===== config.mk =====
export PLATFORM = sky130hd
export DESIGN_NAME = fan_tach_monitor
export DESIGN_NICKNAME = d
export VERILOG_FILES = /design/src/rtl/fan_tach_pkg.sv /design/src/rtl/fan_tach_filter.sv /design/src/rtl/fan_tach_chan.sv /design/src/rtl/fan_tach_monitor.sv
export SDC_FILE = /design/constraint.sdc
export NUM_CORES = 1
export LEC_CHECK = 0
export CAP_MARGIN = 25
export CORE_MARGIN = 4
export CORE_UTILIZATION = 45
export CTS_CLUSTER_DIAMETER = 40
export DETAILED_ROUTE_END_ITERATION = 16
export HOLD_SLACK_MARGIN = 0.06
export PLACE_DENSITY = 0.75
export SLEW_MARGIN = 20
export SYNTH_ARGS = -nofsm -noshare
export SYNTH_HDL_FRONTEND = slang
export SYNTH_SLANG_ARGS = --single-unit

===== constraint.sdc =====
create_clock -name clk -period 2.5 [get_ports clk]
set_input_delay 0.75 -clock clk [delete_from_list [all_inputs] [get_ports clk]]
set_output_delay 0.75 -clock clk [all_outputs]
set_load 0.005 [all_outputs]

===== src/rtl/fan_tach_pkg.sv =====
package fan_tach_pkg;

  typedef logic [1:0] div_code_t;

  // prescale factor selected by a 2-bit divisor code
  function automatic int unsigned prescale_of(div_code_t code);
    return 32'd1 << code;
  endfunction

  // 2-of-3 vote
  function automatic logic vote3(logic [2:0] s);
    return (s[0] & s[1]) | (s[0] & s[2]) | (s[1] & s[2]);
  endfunction

endpackage


===== src/rtl/fan_tach_filter.sv =====
module fan_tach_filter (
  input  logic clk,
  input  logic rst_n,
  input  logic raw_i,
  output logic rise_o
);
  import fan_tach_pkg::*;

  logic       meta_q, sync_q;
  logic [2:0] hist_q;
  logic       level_q;
  logic       voted;

  always_ff @(posedge clk or negedge rst_n) begin
    if (!rst_n) begin
      meta_q  <= 1'b0;
      sync_q  <= 1'b0;
      hist_q  <= '0;
      level_q <= 1'b0;
    end else begin
      meta_q  <= raw_i;
      sync_q  <= meta_q;
      hist_q  <= {hist_q[1:0], sync_q};
      level_q <= voted;
    end
  end

  assign voted  = vote3(hist_q);
  assign rise_o = voted & ~level_q;

endmodule


===== src/rtl/fan_tach_chan.sv =====
module fan_tach_chan #(
  parameter int CW       = 8,
  parameter int BASE_DIV = 4
) (
  input  logic                      clk,
  input  logic                      rst_n,
  input  logic                      rise_i,
  input  fan_tach_pkg::div_code_t   code_i,
  input  logic [CW-1:0]             limit_i,
  input  logic                      rd_i,
  output logic [CW-1:0]             result_o,
  output logic                      alarm_o,
  output logic                      latch_o,
  output logic [CW-1:0]             cnt_o
);
  import fan_tach_pkg::*;

  localparam int unsigned SPAN_MAX = BASE_DIV * 8;
  localparam int          PW       = $clog2(SPAN_MAX + 1);
  localparam logic [CW-1:0] FULL   = '1;

  logic [PW-1:0] pre_q;
  logic [PW-1:0] span;
  logic [CW-1:0] cnt_q;
  logic          tick;
  logic          full;
  logic          sat_evt;
  logic [CW-1:0] latch_val;
  logic          over;

  assign span      = PW'(BASE_DIV * prescale_of(code_i));
  assign tick      = (pre_q == span - PW'(1));
  assign full      = (cnt_q == FULL);
  assign sat_evt   = tick & ~rise_i & (cnt_q == FULL - CW'(1));
  assign latch_o   = rise_i | sat_evt;
  assign latch_val = rise_i ? cnt_q : FULL;
  assign over      = latch_o & (latch_val > limit_i);

  always_ff @(posedge clk or negedge rst_n) begin
    if (!rst_n) begin
      pre_q <= '0;
      cnt_q <= '0;
    end else if (rise_i) begin
      pre_q <= '0;
      cnt_q <= '0;
    end else if (tick) begin
      pre_q <= '0;
      if (!full) cnt_q <= cnt_q + CW'(1);
    end else begin
      pre_q <= pre_q + PW'(1);
    end
  end

  always_ff @(posedge clk or negedge rst_n) begin
    if (!rst_n) begin
      result_o <= '0;
      alarm_o  <= 1'b0;
    end else begin
      if (latch_o) result_o <= latch_val;
      alarm_o <= (alarm_o & ~rd_i) | over;
    end
  end

  assign cnt_o = cnt_q;

endmodule


===== src/rtl/fan_tach_monitor.sv =====
module fan_tach_monitor #(
  parameter int NCH        = 3,
  parameter int CW         = 8,
  parameter int BASE_DIV   = 4,
  parameter int PROG_CH    = 2,
  parameter logic [1:0] FIXED_CODE = 2'b01
) (
  input  logic                clk,
  input  logic                rst_n,
  input  logic [NCH-1:0]      tach_i,
  input  logic [2*PROG_CH-1:0] div_field_i,
  input  logic [NCH*CW-1:0]   limit_i,
  input  logic [NCH-1:0]      rd_i,
  output logic [NCH*CW-1:0]   count_o,
  output logic [NCH-1:0]      alarm_o
);
  import fan_tach_pkg::*;

  logic [NCH-1:0]    rise_w;
  logic [NCH-1:0]    latch_w;
  logic [NCH*CW-1:0] cnt_w;

  for (genvar k = 0; k < NCH; k++) begin : g_ch
    div_code_t code;

    if (k < PROG_CH) begin : g_prog
      assign code = div_field_i[2*k +: 2];
    end else begin : g_fixed
      assign code = FIXED_CODE;
    end

    fan_tach_filter u_filt (
      .clk    (clk),
      .rst_n  (rst_n),
      .raw_i  (tach_i[k]),
      .rise_o (rise_w[k])
    );

    fan_tach_chan #(.CW(CW), .BASE_DIV(BASE_DIV)) u_chan (
      .clk      (clk),
      .rst_n    (rst_n),
      .rise_i   (rise_w[k]),
      .code_i   (code),
      .limit_i  (limit_i[k*CW +: CW]),
      .rd_i     (rd_i[k]),
      .result_o (count_o[k*CW +: CW]),
      .alarm_o  (alarm_o[k]),
      .latch_o  (latch_w[k]),
      .cnt_o    (cnt_w[k*CW +: CW])
    );
  end

endmodule


==> out/qor.txt, run 1 <==
wire per inst = 14.4 um
die area = 11500 um2
Pleak = 2.40 nW
met1 wire length = 4040 um
# IOs = 63
peak supply drop = 340 uV
cell taking the most area after synthesis = dfrtp_1
via count = 3425
via density per instance = 5.35
max layer used = met4
placed cell areas = 5310 um2
CTS sink cnt = 87
Hold Path Class = flop to flop
register area share after synthesis = 49.0%
die width = 107 um
first-pass GRT wire length = 16300 um
max-slew violations = 0
core area = 9420 um2
R2R Setup Slk = 0.18 ns
initial core utilization = 47.2%
CTS tree = yes
setup violators final = 0
Cells after Synth = 426
final hold vios = 0
switching power = 1.13 mW
met2 wire len = 4640 um
Yosys reg bits = 87
GPL Wtd Cong = 0.870
Max Fclk = 414 MHz
crit path max fanout = 11
Synth top cells by count = 87 x dfrtp_1, 34 x nor2_1, 33 x ha_1, 31 x inv_1, 28 x nand2b_1
# rows = 35
Post-CTS Setup Bufs = 0
fin nets = 575
Clock transition at path regs = 0.09 ns
Slew HR = 61.2%
htree depth = 3
synth unique cells = 48
power share of the combinational group = 24.4%
I/O Buffers = 62
Sw Share = 30.3%
Worst EP required = 2.79 ns
Crit path arrival time = 2.70 ns
most common cell in the synthesized netlist = dfrtp_1
CP startpoint kind = primary input
EDFF count, synth = 0
RSZ-0062 raised after global routing = false
gr ovfl total = 0
Tmin final = 2.42 ns
post-synth top area share = 49.0%
height of the die = 107 um
Ys Warns = 0
DRT Pass-1 Iters = 4
gr usage total = 17.4%
clock network power share = 27.0%
cts bufs inserted = 9
Internal = 2.60 mW
largest net degree at the start of global routing = 47
Slew @ Worst Pin = 0.581 ns
pwr dens = 673 nW/um2
Area Overhead vs Synth = 24.6%
final period utilization = 96.7%
Post-Synthesis Net Count = 495
kind of critical path = primary input to flop
number of global-route vias before repair = 3545
WL final = 9250 um
Synth area leaders = dfrtp_1 49%, ha_1 9.3%, nand2b_1 3.9%
initial antenna violation count = 0
DRT iter0 DRCs = 113
Max clock buf depth = 2
run status = finished clean
Diodes inserted = 0
Synth Flop Type = dfrtp_1
area of the mapped netlist = 4440 um2
Async S/R FF share, synth = 100%
WL met3 = 410 um
synthesized area per cell = 10.4 um2
drc violations = 0
Final Skew = 0.00612 ns
dpl hpwl = 7040 um
clk_lat worst skew = 0.36 ns
max-cap viol count = 0
Power Total = 3.73 mW
Post-Layout Inst Area = 5540 um2
CTS Root Cell = clkbuf_8
part of the power in registers = 48.6%
Final ANT Viol Nets = 0
fillers = 784
share of cells above drive strength 1 = 9.98%
Crit. End Element = flop
cell families (layout without fill, tap and decap cells):
family / count (synthesis) / in the layout / share of synthesized area [%]
xor+xnor: 19 / 19 / 3.75
simple gates: 152 / 152 / 18.5
fa+ha+maj: 36 / 36 / 9.97
compound gates: 86 / 86 / 14.4
mux: 1 / 1 / 0.225
flops: 87 / 87 / 49.0
buf+inv: 45 / 130 / 4.11
per-stage QoR:
step	utilization, %	instances	hold slack, ns	TNS (ns)	setup WS, ns
after detailed placement	56.4	624	0.336	-4.57	-0.363
after floorplan	-	426	0.331	0	0.0588
after global routing	58.8	640	0.373	0	0.0249
after CTS	58.6	640	0.352	0	0.0148
final	58.8	640	0.355	0	0.0837
after global placement	56.4	624	0.334	-3.20	-0.271
flip-flops by register name, summed over array words and instances (netlist names):
name,count
g_ch.u_filt.hist_q,9
g_ch.u_chan.result_o,24
g_ch.u_filt.level_q,3
g_ch.u_chan.pre_q,18
g_ch.u_filt.sync_q,3
g_ch.u_filt.meta_q,3
g_ch.u_chan.cnt_o,24
g_ch.u_chan.alarm_o,3
final timing paths:
| kind | startpoint | end | cells after the start |
|---|---|---|---|
| worst max-delay path | div_field_i[0] | g_ch[0].u_chan.cnt_o[5]$_DFFE_PN0P_ | 7 |
| worst min-delay path | g_ch[1].u_filt.meta_q$_DFF_PN0_ | g_ch[1].u_filt.sync_q$_DFF_PN0_ | 0 |
| worst max register to register | g_ch[1].u_filt.hist_q[1]$_DFF_PN0_ | g_ch[1].u_chan.alarm_o$_DFF_PN0_ | 9 |
| worst min register to register | g_ch[1].u_filt.meta_q$_DFF_PN0_ | g_ch[1].u_filt.sync_q$_DFF_PN0_ | 0 |
| max in group asynchronous | rst_n | g_ch[2].u_chan.pre_q[5]$_DFF_PN0_ | 2 |
| min in group asynchronous | rst_n | g_ch[0].u_chan.pre_q[5]$_DFF_PN0_ | 1 |
repair_timing:
item	CTS	global route
pin swaps	0	2
endpoints found under the setup margin	1	9
gates resized for setup	1	6
hold buffers	0	0
worst max-delay path, stage by stage:
cell	delay (ns)
clkdlybuf4s50_1	0.50
inv_2	0.05
a2111oi_4	0.41
o2111ai_4	0.24
buf_4	0.21
nor4_2	0.31
mux2i_1	0.22
final cells by class:
class                      instances  area (um2)  share of cell area [%]
multi-input combinational        294        2100                    38.0
inverter                          32         120                    2.17
clock buffer                       9         124                    2.24
timing repair buffer              82         768                    13.9
tap                              129         161                    2.92
sequential                        87        2180                    39.3
clock inverter                     7        81.3                    1.47
cell usage in the layout, fill, tap and decap left out, drive strengths merged, types with 9 or more instances in the layout:
cell type,instances
dfrtp,87
clkdlybuf4s50,61
nor2,34
inv,34
ha,33
nand2b,28
nand3,23
o21a,21
buf,21
a21oi,20
nand2,19
xnor2,12
o21ai,10
or4,9
nand4,9
clkbuf,9
routing by layer:
| layer | GRT usage [%] | vias up |
|---|---|---|
| met2 | 29.5 | 64 |
| met3 | 3.72 | 15 |
| met4 | 6.22 | 0 |
| li1 | - | 1674 |
| met1 | 21.9 | 1672 |
| met5 | 0 | - |
power by group through the flow:
stage / clock, mW / sequential [mW] / combinational, mW
after detailed placement: 0 / 1.84 / 0.910
after global placement: 0 / 1.83 / 0.884
final: 1.01 / 1.81 / 0.911
after floorplan: 0 / 1.81 / 0.505
after CTS: 1.04 / 1.81 / 0.918
after global routing: 1.09 / 1.85 / 1.04
(Power assumes the default switching activity.)
==> run 2: changes to the inputs <==
--- a/config.mk
+++ b/config.mk
@@ -5,13 +5,14 @@
 export SDC_FILE = /design/constraint.sdc
 export NUM_CORES = 1
 export LEC_CHECK = 0
+export ABC_AREA = 1
 export CAP_MARGIN = 25
 export CORE_MARGIN = 4
 export CORE_UTILIZATION = 45
 export CTS_CLUSTER_DIAMETER = 40
 export DETAILED_ROUTE_END_ITERATION = 16
 export HOLD_SLACK_MARGIN = 0.06
-export PLACE_DENSITY = 0.75
+export PLACE_DENSITY = 0.74
 export SLEW_MARGIN = 20
 export SYNTH_ARGS = -nofsm -noshare
 export SYNTH_HDL_FRONTEND = slang
==> out/qor.txt, run 2 <==
CTS Root Cell = clkbuf_16
pwr dens = 765 nW/um2
Slew @ Worst Pin = 0.509 ns
CP startpoint kind = flop
max-cap viol count = 0
dpl hpwl = 7800 um
CTS sink cnt = 87
hold path startpoint = g_ch[0].u_filt.meta_q$_DFF_PN0_
die area = 13000 um2
Internal = 3.20 mW
initial core utilization = 46.4%
R2R Setup Slk = 0.36 ns
Post-Synthesis Net Count = 722
Seq. cell area = 2180 um2
run status = finished clean
register area share after synthesis = 43.0%
fillers = 1020
Sw Share = 31.7%
gr usage total = 16.9%
EDFF count, synth = 0
Multi-input gate area = 2380 um2
clock network power share = 29.1%
Synth Flop Type = dfrtp_1
Async S/R FF share, synth = 100%
crit path max fanout = 9
synthesized area per cell = 7.76 um2
max-slew violations = 0
reg2reg start = g_ch[2].u_filt.hist_q[0]$_DFF_PN0_
Max clock buf depth = 2
hold_buf cts = 0
Pleak = 3.23 nW
most frequent cells in the layout = 199 x nand2_1, 107 x inv_1, 87 x dfrtp_1, 78 x nor2_1, 61 x clkdlybuf4s50_1
Post-CTS Setup Bufs = 0
clk_lat worst skew = 0.33 ns
switching power = 1.48 mW
final hold vios = 0
number of global-route vias before repair = 4242
Ys Warns = 0
synth unique cells = 36
largest net degree at the start of global routing = 50
most common cell in the synthesized netlist = nand2_1
Worst EP required = 2.72 ns
most common cell after layout, fill and taps aside = nand2_1
die width = 114 um
Crit. End Element = flop
cell taking the most area after synthesis = dfrtp_1
# rows = 38
area of the mapped netlist = 5070 um2
RSZ-0062 raised after global routing = false
via density per instance = 4.86
post-synth top area share = 43.0%
CTS tree = yes
Diodes inserted = 0
wire per inst = 11.8 um
I/O Buffers = 62
Synth top cells by count = 199 x nand2_1, 107 x inv_1, 87 x dfrtp_1, 78 x nor2_1, 47 x nand3_1
core area = 10900 um2
DRT iter0 DRCs = 200
Slew HR = 66.1%
Clock transition at path regs = 0.06 ns
Reg2Reg Depth = 11
Crit path arrival time = 2.35 ns
Tmin final = 2.14 ns
htree depth = 3
Hold Path Class = flop to flop
power share of the combinational group = 29.3%
setup TNS = 0 ns
Synth area leaders = dfrtp_1 43%, nand2_1 15%, ha_1 8.1%
Power Total = 4.68 mW
via count = 4196
initial antenna violation count = 0
Final Skew = 0.0102 ns
kind of critical path = flop to flop
first-pass GRT wire length = 18400 um
Cells after Synth = 653
cts bufs inserted = 9
DRT Pass-1 Iters = 5
GPL Wtd Cong = 0.848
part of the power in registers = 41.6%
# IOs = 63
peak supply drop = 440 uV
Final ANT Viol Nets = 0
gr ovfl total = 0
drc violations = 0
hold path cells = 0
worst hold path endpoint = g_ch[0].u_filt.sync_q$_DFF_PN0_
setup violators final = 0
Area Overhead vs Synth = 20.6%
worst reg2reg endpoint = g_ch[2].u_chan.alarm_o$_DFF_PN0_
Yosys reg bits = 87
final period utilization = 85.4%
height of the die = 114 um
post-cts sizing count = 0
WL final = 10200 um
fin nets = 788
Max Fclk = 468 MHz
share of cells above drive strength 1 = 7.04%
==> run 2: cell count changes in the layout (fill, tap and decap cells not counted), sizes merged, moves of 20 or more <==
cell | previous run | this run
inv | 34 | 110
nand2 | 19 | 212
nand2b | 28 | 0
nand3 | 23 | 50
nor2 | 34 | 79
o21a | 21 | 1
==> run 2: power by group through the flow <==
| stage | clock [mW] | sequential (mW) | combinational, mW |
|---|---|---|---|
| 4_1_cts | 1.39 | 1.95 | 1.39 |
| 3_3_place_gp | 0 | 1.96 | 1.31 |
| 2_1_floorplan | 0 | 1.92 | 0.852 |
| 5_1_grt | 1.46 | 1.99 | 1.59 |
| 6_report | 1.36 | 1.95 | 1.37 |
| 3_5_place_dp | 0 | 1.96 | 1.38 |
==> run 2: worst max path at each step <==
stage / startpoint / to / slack [ns]
floorplan: g_ch[2].u_filt.hist_q[0]$_DFF_PN0_ / g_ch[2].u_chan.alarm_o$_DFF_PN0_ / 0.58
global placement: limit_i[15] / g_ch[1].u_chan.alarm_o$_DFF_PN0_ / 0.27
detailed placement: limit_i[15] / g_ch[1].u_chan.alarm_o$_DFF_PN0_ / 0.23
CTS: g_ch[2].u_filt.hist_q[0]$_DFF_PN0_ / g_ch[2].u_chan.alarm_o$_DFF_PN0_ / 0.34
global route: g_ch[2].u_filt.hist_q[0]$_DFF_PN0_ / g_ch[2].u_chan.alarm_o$_DFF_PN0_ / 0.09
finish: g_ch[2].u_filt.hist_q[0]$_DFF_PN0_ / g_ch[2].u_chan.alarm_o$_DFF_PN0_ / 0.36
==> run 2: cells by family (layout without fill, tap and decap cells) <==
logic type,Yosys count,after routing,share of synthesized area (%)
XOR/XNOR,12,12,2.07
buffers and inverters,120,191,10.0
AO/OA/AOI/OAI,29,29,3.51
flip-flops,87,87,43.0
adder cells (fa/ha/maj),33,33,8.15
AND/OR/NAND/NOR,372,372,33.3
==> run 2: layout make-up <==
class | instances | share of cell area (%)
timing repair buffer | 65 | 10.7
tap | 140 | 2.87
multi-input combinational | 446 | 39.0
clock buffer | 12 | 4.20
inverter | 110 | 6.84
clock inverter | 4 | 0.839
sequential | 87 | 35.6
==> run 2: critical path, stage by stage, from the launching register on <==
cell and delay (ns):
dfrtp_1 0.34, inv_1 0.06, o21bai_1 0.19, nand3b_1 0.33, nor2_1 0.25, inv_1 0.07, ha_1 0.29, a21oi_1 0.17
o21a_1 0.14, nand2_1 0.06, nand3_1 0.08, nand2_1 0.06
==> run 2: per-stage QoR <==
stage / hold slack (ns) / std cells / instance area [um2] / util, % / setup slack, ns
4_1_cts: 0.358 / 864 / 6110 / 55.9 / 0.343
3_5_place_dp: 0.344 / 848 / 5810 / 53.1 / 0.233
3_3_place_gp: 0.333 / 848 / 5810 / 53.1 / 0.267
6_report: 0.353 / 864 / 6110 / 55.9 / 0.365
2_1_floorplan: 0.331 / 653 / 5070 / - / 0.579
5_1_grt: 0.363 / 864 / 6110 / 55.9 / 0.0947
==> run 2: routing by layer <==
| layer | vias to the layer above | track usage, % | part of all wire [%] |
|---|---|---|---|
| li1 | 2139 | - | - |
| met1 | 1934 | 21.9 | 45 |
| met2 | 109 | 28.1 | 47 |
| met3 | 14 | 4.18 | 6.0 |
| met4 | 0 | 4.75 | 1.3 |
| met5 | - | 0 | 0 |
==> run 3: changes to the inputs <==
--- a/config.mk
+++ b/config.mk
@@ -17,3 +17,4 @@
 export SYNTH_ARGS = -nofsm -noshare
 export SYNTH_HDL_FRONTEND = slang
 export SYNTH_SLANG_ARGS = --single-unit
+export TNS_END_PERCENT = 100
==> results of run 3 <==
No change in the layout: final DEF, timing and power equal those of run 2.
